<file path="src/rtl/flash_arb_pkg.sv">
package flash_arb_pkg;
  typedef enum logic [1:0] {
    ARB_IDLE   = 2'd0,
    ARB_SETTLE = 2'd1,
    ARB_POLL   = 2'd2
  } arb_state_t;
endpackage

</file>
<file path="src/rtl/fa_settle_timer.sv">
module fa_settle_timer #(
  parameter int WAIT_W = 8
) (
  input  logic              clk,
  input  logic              rst_n,
  input  logic              load,
  input  logic [WAIT_W-1:0] load_val,
  output logic              idle
);
  logic [WAIT_W-1:0] cnt;

  always_ff @(posedge clk or negedge rst_n) begin
    if (!rst_n)             cnt <= '0;
    else if (load)          cnt <= load_val;
    else if (cnt != '0)     cnt <= cnt - 1'b1;
  end

  assign idle = (cnt == '0);


  settle_hold_chk: assert property (@(posedge clk) disable iff (!rst_n)
    (load && load_val != '0) |=> !idle);
endmodule

</file>
<file path="src/rtl/fa_poll_guard.sv">
module fa_poll_guard #(
  parameter int TMO_W = 16
) (
  input  logic             clk,
  input  logic             rst_n,
  input  logic             run,
  input  logic [TMO_W-1:0] limit,
  output logic             expired
);
  logic [TMO_W-1:0] cnt;

  assign expired = run && (cnt == limit);

  always_ff @(posedge clk or negedge rst_n) begin
    if (!rst_n)        cnt <= '0;
    else if (!run)     cnt <= '0;
    else if (!expired) cnt <= cnt + 1'b1;
  end


  guard_clear_chk: assert property (@(posedge clk) disable iff (!rst_n)
    !run |=> (cnt == '0));
endmodule

</file>
<file path="src/rtl/fa_abort_capture.sv">
module fa_abort_capture #(
  parameter int CNT_W = 16
) (
  input  logic             clk,
  input  logic             rst_n,
  input  logic             fire,
  input  logic [CNT_W-1:0] left,
  input  logic             keep,
  output logic             abort_pulse,
  output logic             flush_pulse,
  output logic [CNT_W-1:0] bytes
);
  always_ff @(posedge clk or negedge rst_n) begin
    if (!rst_n) begin
      abort_pulse <= 1'b0;
      flush_pulse <= 1'b0;
      bytes       <= '0;
    end else begin
      abort_pulse <= fire;
      flush_pulse <= fire && !keep;
      if (fire) bytes <= left;
    end
  end


  flush_only_with_abort_chk: assert property (@(posedge clk) disable iff (!rst_n)
    flush_pulse |-> abort_pulse);


  bytes_hold_chk: assert property (@(posedge clk) disable iff (!rst_n)
    !abort_pulse |-> $stable(bytes));
endmodule

</file>
<file path="src/rtl/flash_mode_arbiter.sv">
module flash_mode_arbiter
  import flash_arb_pkg::*;
#(
  parameter int ADDR_W = 32,
  parameter int CNT_W  = 16,
  parameter int WAIT_W = 8,
  parameter int TMO_W  = 16
) (
  input  logic              clk,
  input  logic              rst_n,
  input  logic              fetch_valid,
  input  logic [ADDR_W-1:0] fetch_addr,
  output logic              fetch_ready,
  output logic              fetch_err,
  output logic [ADDR_W-1:0] grant_addr,
  input  logic              ind_busy,
  input  logic              ind_write,
  input  logic [CNT_W-1:0]  ind_left,
  output logic              ind_abort,
  output logic [CNT_W-1:0]  abort_bytes,
  input  logic              keep_fifo,
  output logic              fifo_flush,
  input  logic              poll_busy,
  input  logic              poll_match,
  output logic              poll_stop,
  input  logic [TMO_W-1:0]  poll_limit,
  input  logic [WAIT_W-1:0] wait_cnt
);
  localparam int ALIGN_B = 2;

  arb_state_t state, state_nxt;
  logic busy_q, write_q, killed;
  logic write_end, fire_abort, settle_load, settle_idle, poll_exp;
  logic grant_d, err_d;

  assign write_end   = busy_q && write_q && !ind_busy && !killed;
  assign settle_load = write_end || (fire_abort && ind_write);

  fa_settle_timer #(.WAIT_W(WAIT_W)) u_settle (
    .clk(clk), .rst_n(rst_n), .load(settle_load), .load_val(wait_cnt),
    .idle(settle_idle)
  );

  fa_poll_guard #(.TMO_W(TMO_W)) u_guard (
    .clk(clk), .rst_n(rst_n), .run(state == ARB_POLL), .limit(poll_limit),
    .expired(poll_exp)
  );

  fa_abort_capture #(.CNT_W(CNT_W)) u_abort (
    .clk(clk), .rst_n(rst_n), .fire(fire_abort), .left(ind_left),
    .keep(keep_fifo), .abort_pulse(ind_abort), .flush_pulse(fifo_flush),
    .bytes(abort_bytes)
  );

  always_comb begin
    state_nxt  = state;
    grant_d    = 1'b0;
    err_d      = 1'b0;
    fire_abort = 1'b0;
    unique case (state)
      ARB_IDLE: begin
        if (fetch_valid && !fetch_ready) begin
          if (poll_busy) begin
            state_nxt = ARB_POLL;
          end else if (ind_busy) begin
            fire_abort = 1'b1;
            if (ind_write) state_nxt = ARB_SETTLE;
            else           grant_d   = 1'b1;
          end else if (!settle_idle || write_end) begin
            state_nxt = ARB_SETTLE;
          end else begin
            grant_d = 1'b1;
          end
        end
      end
      ARB_SETTLE: begin
        if (settle_idle && !write_end) begin
          grant_d   = 1'b1;
          state_nxt = ARB_IDLE;
        end
      end
      ARB_POLL: begin
        if (poll_match || !poll_busy) begin
          grant_d   = 1'b1;
          state_nxt = ARB_IDLE;
        end else if (poll_exp) begin
          grant_d   = 1'b1;
          err_d     = 1'b1;
          state_nxt = ARB_IDLE;
        end
      end
      default: state_nxt = ARB_IDLE;
    endcase
  end

  always_ff @(posedge clk or negedge rst_n) begin
    if (!rst_n) begin
      state       <= ARB_IDLE;
      busy_q      <= 1'b0;
      write_q     <= 1'b0;
      killed      <= 1'b0;
      fetch_ready <= 1'b0;
      fetch_err   <= 1'b0;
      poll_stop   <= 1'b0;
      grant_addr  <= '0;
    end else begin
      state       <= state_nxt;
      busy_q      <= ind_busy;
      write_q     <= ind_write;
      fetch_ready <= grant_d;
      fetch_err   <= err_d;
      poll_stop   <= err_d;
      if (fire_abort)     killed <= 1'b1;
      else if (!ind_busy) killed <= 1'b0;
      if (grant_d)
        grant_addr <= {fetch_addr[ADDR_W-1:ALIGN_B], {ALIGN_B{1'b0}}};
    end
  end


  ready_single_chk: assert property (@(posedge clk) disable iff (!rst_n)
    fetch_ready |=> !fetch_ready);


  abort_cause_chk: assert property (@(posedge clk) disable iff (!rst_n)
    ind_abort |-> ($past(ind_busy) && $past(fetch_valid)));


  poll_no_abort_chk: assert property (@(posedge clk) disable iff (!rst_n)
    (state == ARB_POLL) |-> !ind_abort);


  fault_cause_chk: assert property (@(posedge clk) disable iff (!rst_n)
    fetch_err |-> ($past(state) == ARB_POLL && !$past(poll_match) && poll_stop));
endmodule

</file>
<file path="config.mk">
export PLATFORM = sky130hd
export DESIGN_NAME = flash_mode_arbiter
export DESIGN_NICKNAME = d
export VERILOG_FILES = /design/src/rtl/flash_arb_pkg.sv /design/src/rtl/fa_settle_timer.sv /design/src/rtl/fa_poll_guard.sv /design/src/rtl/fa_abort_capture.sv /design/src/rtl/flash_mode_arbiter.sv
export SDC_FILE = /design/constraint.sdc
export NUM_CORES = 1
export LEC_CHECK = 0
export BUFFER_PORTS_ARGS = -buffer_cell sky130_fd_sc_hd__clkbuf_2
export CORE_AREA = 4 4 91 93
export DETAILED_ROUTE_END_ITERATION = 8
export DIE_AREA = 0 0 95 97
export GPL_ROUTABILITY_DRIVEN = 0
export GPL_TIMING_DRIVEN = 0
export PLACE_DENSITY = 0.88
export SLEW_MARGIN = 10
export SYNTH_ARGS = -nofsm -noshare
export SYNTH_HDL_FRONTEND = slang
export SYNTH_SLANG_ARGS = --single-unit
</file>
<file path="constraint.sdc">
create_clock -name clk -period 2.3 [get_ports clk]
set_input_delay 0.575 -clock clk [delete_from_list [all_inputs] [get_ports clk]]
set_output_delay 0.575 -clock clk [all_outputs]
set_load 0.01 [all_outputs]
</file>
==> results.py <==
metrics = {
    "timing": {
        "tightestPinTransition_ps": 568,
        "layout_worst_path_cycle_share": 0.931,
        "worst_slew_margin": 0.621,
        "setup_viol_count_final": 0,
        "slew_viol_final": 0,
        "layout_min_cycle_time_ps": 2140,
        "rsz_0062_raised_after_global_routing": "no",
        "final_hold_viol_count": 0,
        "max_clock_freq_ghz": 0.467,
        "final_worst_path_setup_slack_ps": 159,
        "setup_clock_skew_after_layout_ps": 14.5,
    },
    "floorplan": {
        "die_h_um": 97,
        "fp.dieW_um": 95,
        "floorplan.initialDensity": 0.479,
        "floorplan.core_area_mm2": 0.00753,
        "rows": 32,
        "die_area_mm2": 0.00922,
        "io_pins": 133,
    },
    "worst_setup_path": {
        "setup.worst_path.end_class": "flop",
        "startpoint_type": "flop",
        "critical-path-max-stage-delay_ps": 450,
        "critical_path.slowest_cell": "sky130_fd_sc_hd__dfrtp_1",
        "rr_worst_depth": 7,
        "critPathMaxFanout": 10,
        "critical_path_class": "flop to flop",
        "cp_cell_sequence": "xor2_1, nor4_2, nand4_1, nor2_2, nor3_4, buf_2, mux2_2",
        "worst-endpoint-arrival_ps": 2380,
        "required_ps": 2540,
    },
    "placed_design": {
        "io_buffers": 128,
        "placed_cells": 535,
        "detailedPlace.worstSlack_ps": -233,
        "hpwlAfterDp_mm": 6.05,
    },
    "finish": {
        "area_growth_syn_to_layout_pct": 27.3,
        "antenna-diode-count": 0,
        "multi_input_area_mm2": 0.00153,
        "share_of_final_layout_standard_cells_stronger_than_drive_strength_1": 0.475,
        "final-instance-count-excl-fill": 550,
        "fillCellCount": 624,
        "storage_cell_area_mm2": 0.00198,
        "most_common_cell_after_layout_fill_and_taps_aside": "sky130_fd_sc_hd__clkbuf_2",
        "layout_common_cells": "sky130_fd_sc_hd__clkbuf_2, sky130_fd_sc_hd__dfrtp_1, sky130_fd_sc_hd__mux2_2",
        "num-nets-final": 526,
    },
    "clock_tree": {
        "root_buffer": "sky130_fd_sc_hd__clkbuf_8",
        "cts_setup_buffers": 0,
        "clock_latency_on_the_worst_skew_pair_ps": 350,
        "cts-buffers-inserted": 9,
        "clock_tree_from_tritoncts": "built",
        "cts.clk_slew.worst_paths_ps": 90,
        "cts_hold_buffers": 0,
        "clock_tree.buffer_depth": 2,
        "tritoncts_num_sinks": 79,
        "htree_num_levels": 3,
    },
    "route": {
        "drt_iter0_drc": 78,
        "first_pass_detailed_route_iteration_total": 4,
        "wire_per_inst_um": 14.3,
        "detail_route_antenna_nets": 0,
        "met1_length_mm": 3.09,
        "highest_layer": "met4",
        "met3RoutedLength_um": 602,
        "route.met2.wl_mm": 4.03,
        "vias_per_cell": 5.11,
        "via_count_of_the_routed_design": 2808,
        "drc": 0,
        "finalWirelength_mm": 7.88,
    },
    "grt": {
        "grt_pass1_vias": 2931,
        "first_pass_grt_wire_length_mm": 13.4,
        "antenna_violations_before_repair": 0,
        "grt_total_ovfl": 0,
        "grt_util_all_layers": 0.183,
        "grt_start_max_net_pins": 42,
    },
    "logic_synthesis": {
        "seq_area_frac_synth": 0.549,
        "synthesis.yosys.warnings": 0,
        "post_synth_instance_area_mm2": 0.00360,
        "synth_top_flop_cell": "sky130_fd_sc_hd__dfrtp_1",
        "postSynthAreaPerCell_um2": 11.9,
        "synth_edf_count": 0,
        "synthCells": 303,
        "yosys.area.top_type": "sky130_fd_sc_hd__dfrtp_1",
        "ys_ff_latch": 79,
        "synth-async-reset-ratio": 1.00,
        "synth_top_area_frac": 0.549,
        "synthTopCellsByArea": "sky130_fd_sc_hd__dfrtp_1, sky130_fd_sc_hd__mux2_2, sky130_fd_sc_hd__xor2_1, sky130_fd_sc_hd__a21oi_1, sky130_fd_sc_hd__o21ai_0",
        "synth_cell_types": 47,
    },
    "pwr": {
        "pwr_per_cell_area_mw_per_mm2": 1020,
        "p_leak_nw": 2.27,
        "p_total_w": 0.00466,
        "power.ir.vdd_worst_uv": 680,
    },
    "run_status": {
        "run_status": "completed",
    },
    "flow_run": {
        "max_cap_violations": 0,
    },
    "min_path": {
        "min_path_type": "primary input to asynchronous set/reset pin",
    },
}
==> worst paths after layout <==
path	end	slack [ps]	from
hold reg to reg	grant_addr[12]	510	grant_addr[12]
setup reg to reg	grant_addr[17]	160	u_guard.cnt[8]
max in group asynchronous	grant_addr[6]	1460	rst_n
min in group clk	u_abort.flush_pulse	360	keep_fifo
hold / removal	u_settle.cnt[3]	230	rst_n
setup / recovery	grant_addr[17]	160	u_guard.cnt[8]
==> area by class of cell <==
class,instances,area share
Sequential cell,79,0.431
Multi-Input combinational cell,203,0.334
Timing Repair Buffer,129,0.145
Tap cell,102,0.0278
Clock buffer,9,0.0270
Buffer,14,0.0175
Clock inverter,7,0.0125
Inverter,7,0.00573
==> flip-flops by register name, summed over array words and instances, names as in the netlist <==
signal,flops
u_abort.bytes,16
killed,1
poll_stop,1
u_abort.abort_pulse,1
grant_addr,30
u_settle.cnt,8
write_q,1
busy_q,1
u_guard.cnt,16
state,2
fetch_ready,1
u_abort.flush_pulse,1
==> what timing repair did <==
item | in CTS | in global routing
endpoints found under the hold margin | 0 | 0
endpoints found under the setup margin | 0 | 41
resized for setup | 0 | 5
==> synthesized netlist by cell type, drive strengths merged (3+ instances only) <==
cell     n
mux2    46
inv      7
nor4     5
nand3    8
nand4    4
buf     10
nor2     9
a211oi   3
dfrtp   79
o21ai   15
nand2b   4
or3     12
and2     4
ha       3
a21oi   17
nand2   17
clkbuf   4
xor2    17
nor2b    6
nor3     6
and3     3
==> routing by layer <==
layer | vias up | GRT usage
met3 | 17 | 0.0630
li1 | 1351 | -
met2 | 117 | 0.312
met1 | 1323 | 0.214
met5 | - | 0
met4 | 0 | 0.0599
==> logic make-up after synthesis <==
| family | share of synthesized area |
|---|---|
| flip-flops | 0.549 |
| adder cells (fa/ha/maj) | 0.0104 |
| AO/OA/AOI/OAI | 0.0799 |
| other | 0.00104 |
| multiplexers | 0.144 |
| XOR/XNOR | 0.0437 |
| AND/OR/NAND/NOR | 0.142 |
| buffers and inverters | 0.0306 |
==> worst max-delay path: cells and delay by family, from the launching register on <==
family	cells	cell delay, ps
simple gates	4	900
flops	1	450
buf+inv	1	210
mux	1	300
xor+xnor	1	190
==> power breakdown <==
group          leakage, nW  internal (W)  total [W]  switching, W
sequential           0.978       0.00189    0.00220      0.000307
clock               0.0958      0.000413   0.000961      0.000548
combinational         1.19      0.000798    0.00151      0.000709
total                 2.27       0.00310    0.00466       0.00156
==> through the flow <==
stage / util / instance area, um2 / TNS (ps) / hold WS [ps]
2_1_floorplan: - / 3610 / 0 / 279
3_3_place_gp: 0.581 / 4380 / -11790 / 479
3_5_place_dp: 0.584 / 4400 / -7530 / 494
4_1_cts: 0.608 / 4580 / 0 / 235
5_1_grt: 0.610 / 4590 / 0 / 264
6_report: 0.610 / 4590 / 0 / 232
No activity file was read; power rests on OpenSTA's default activity.
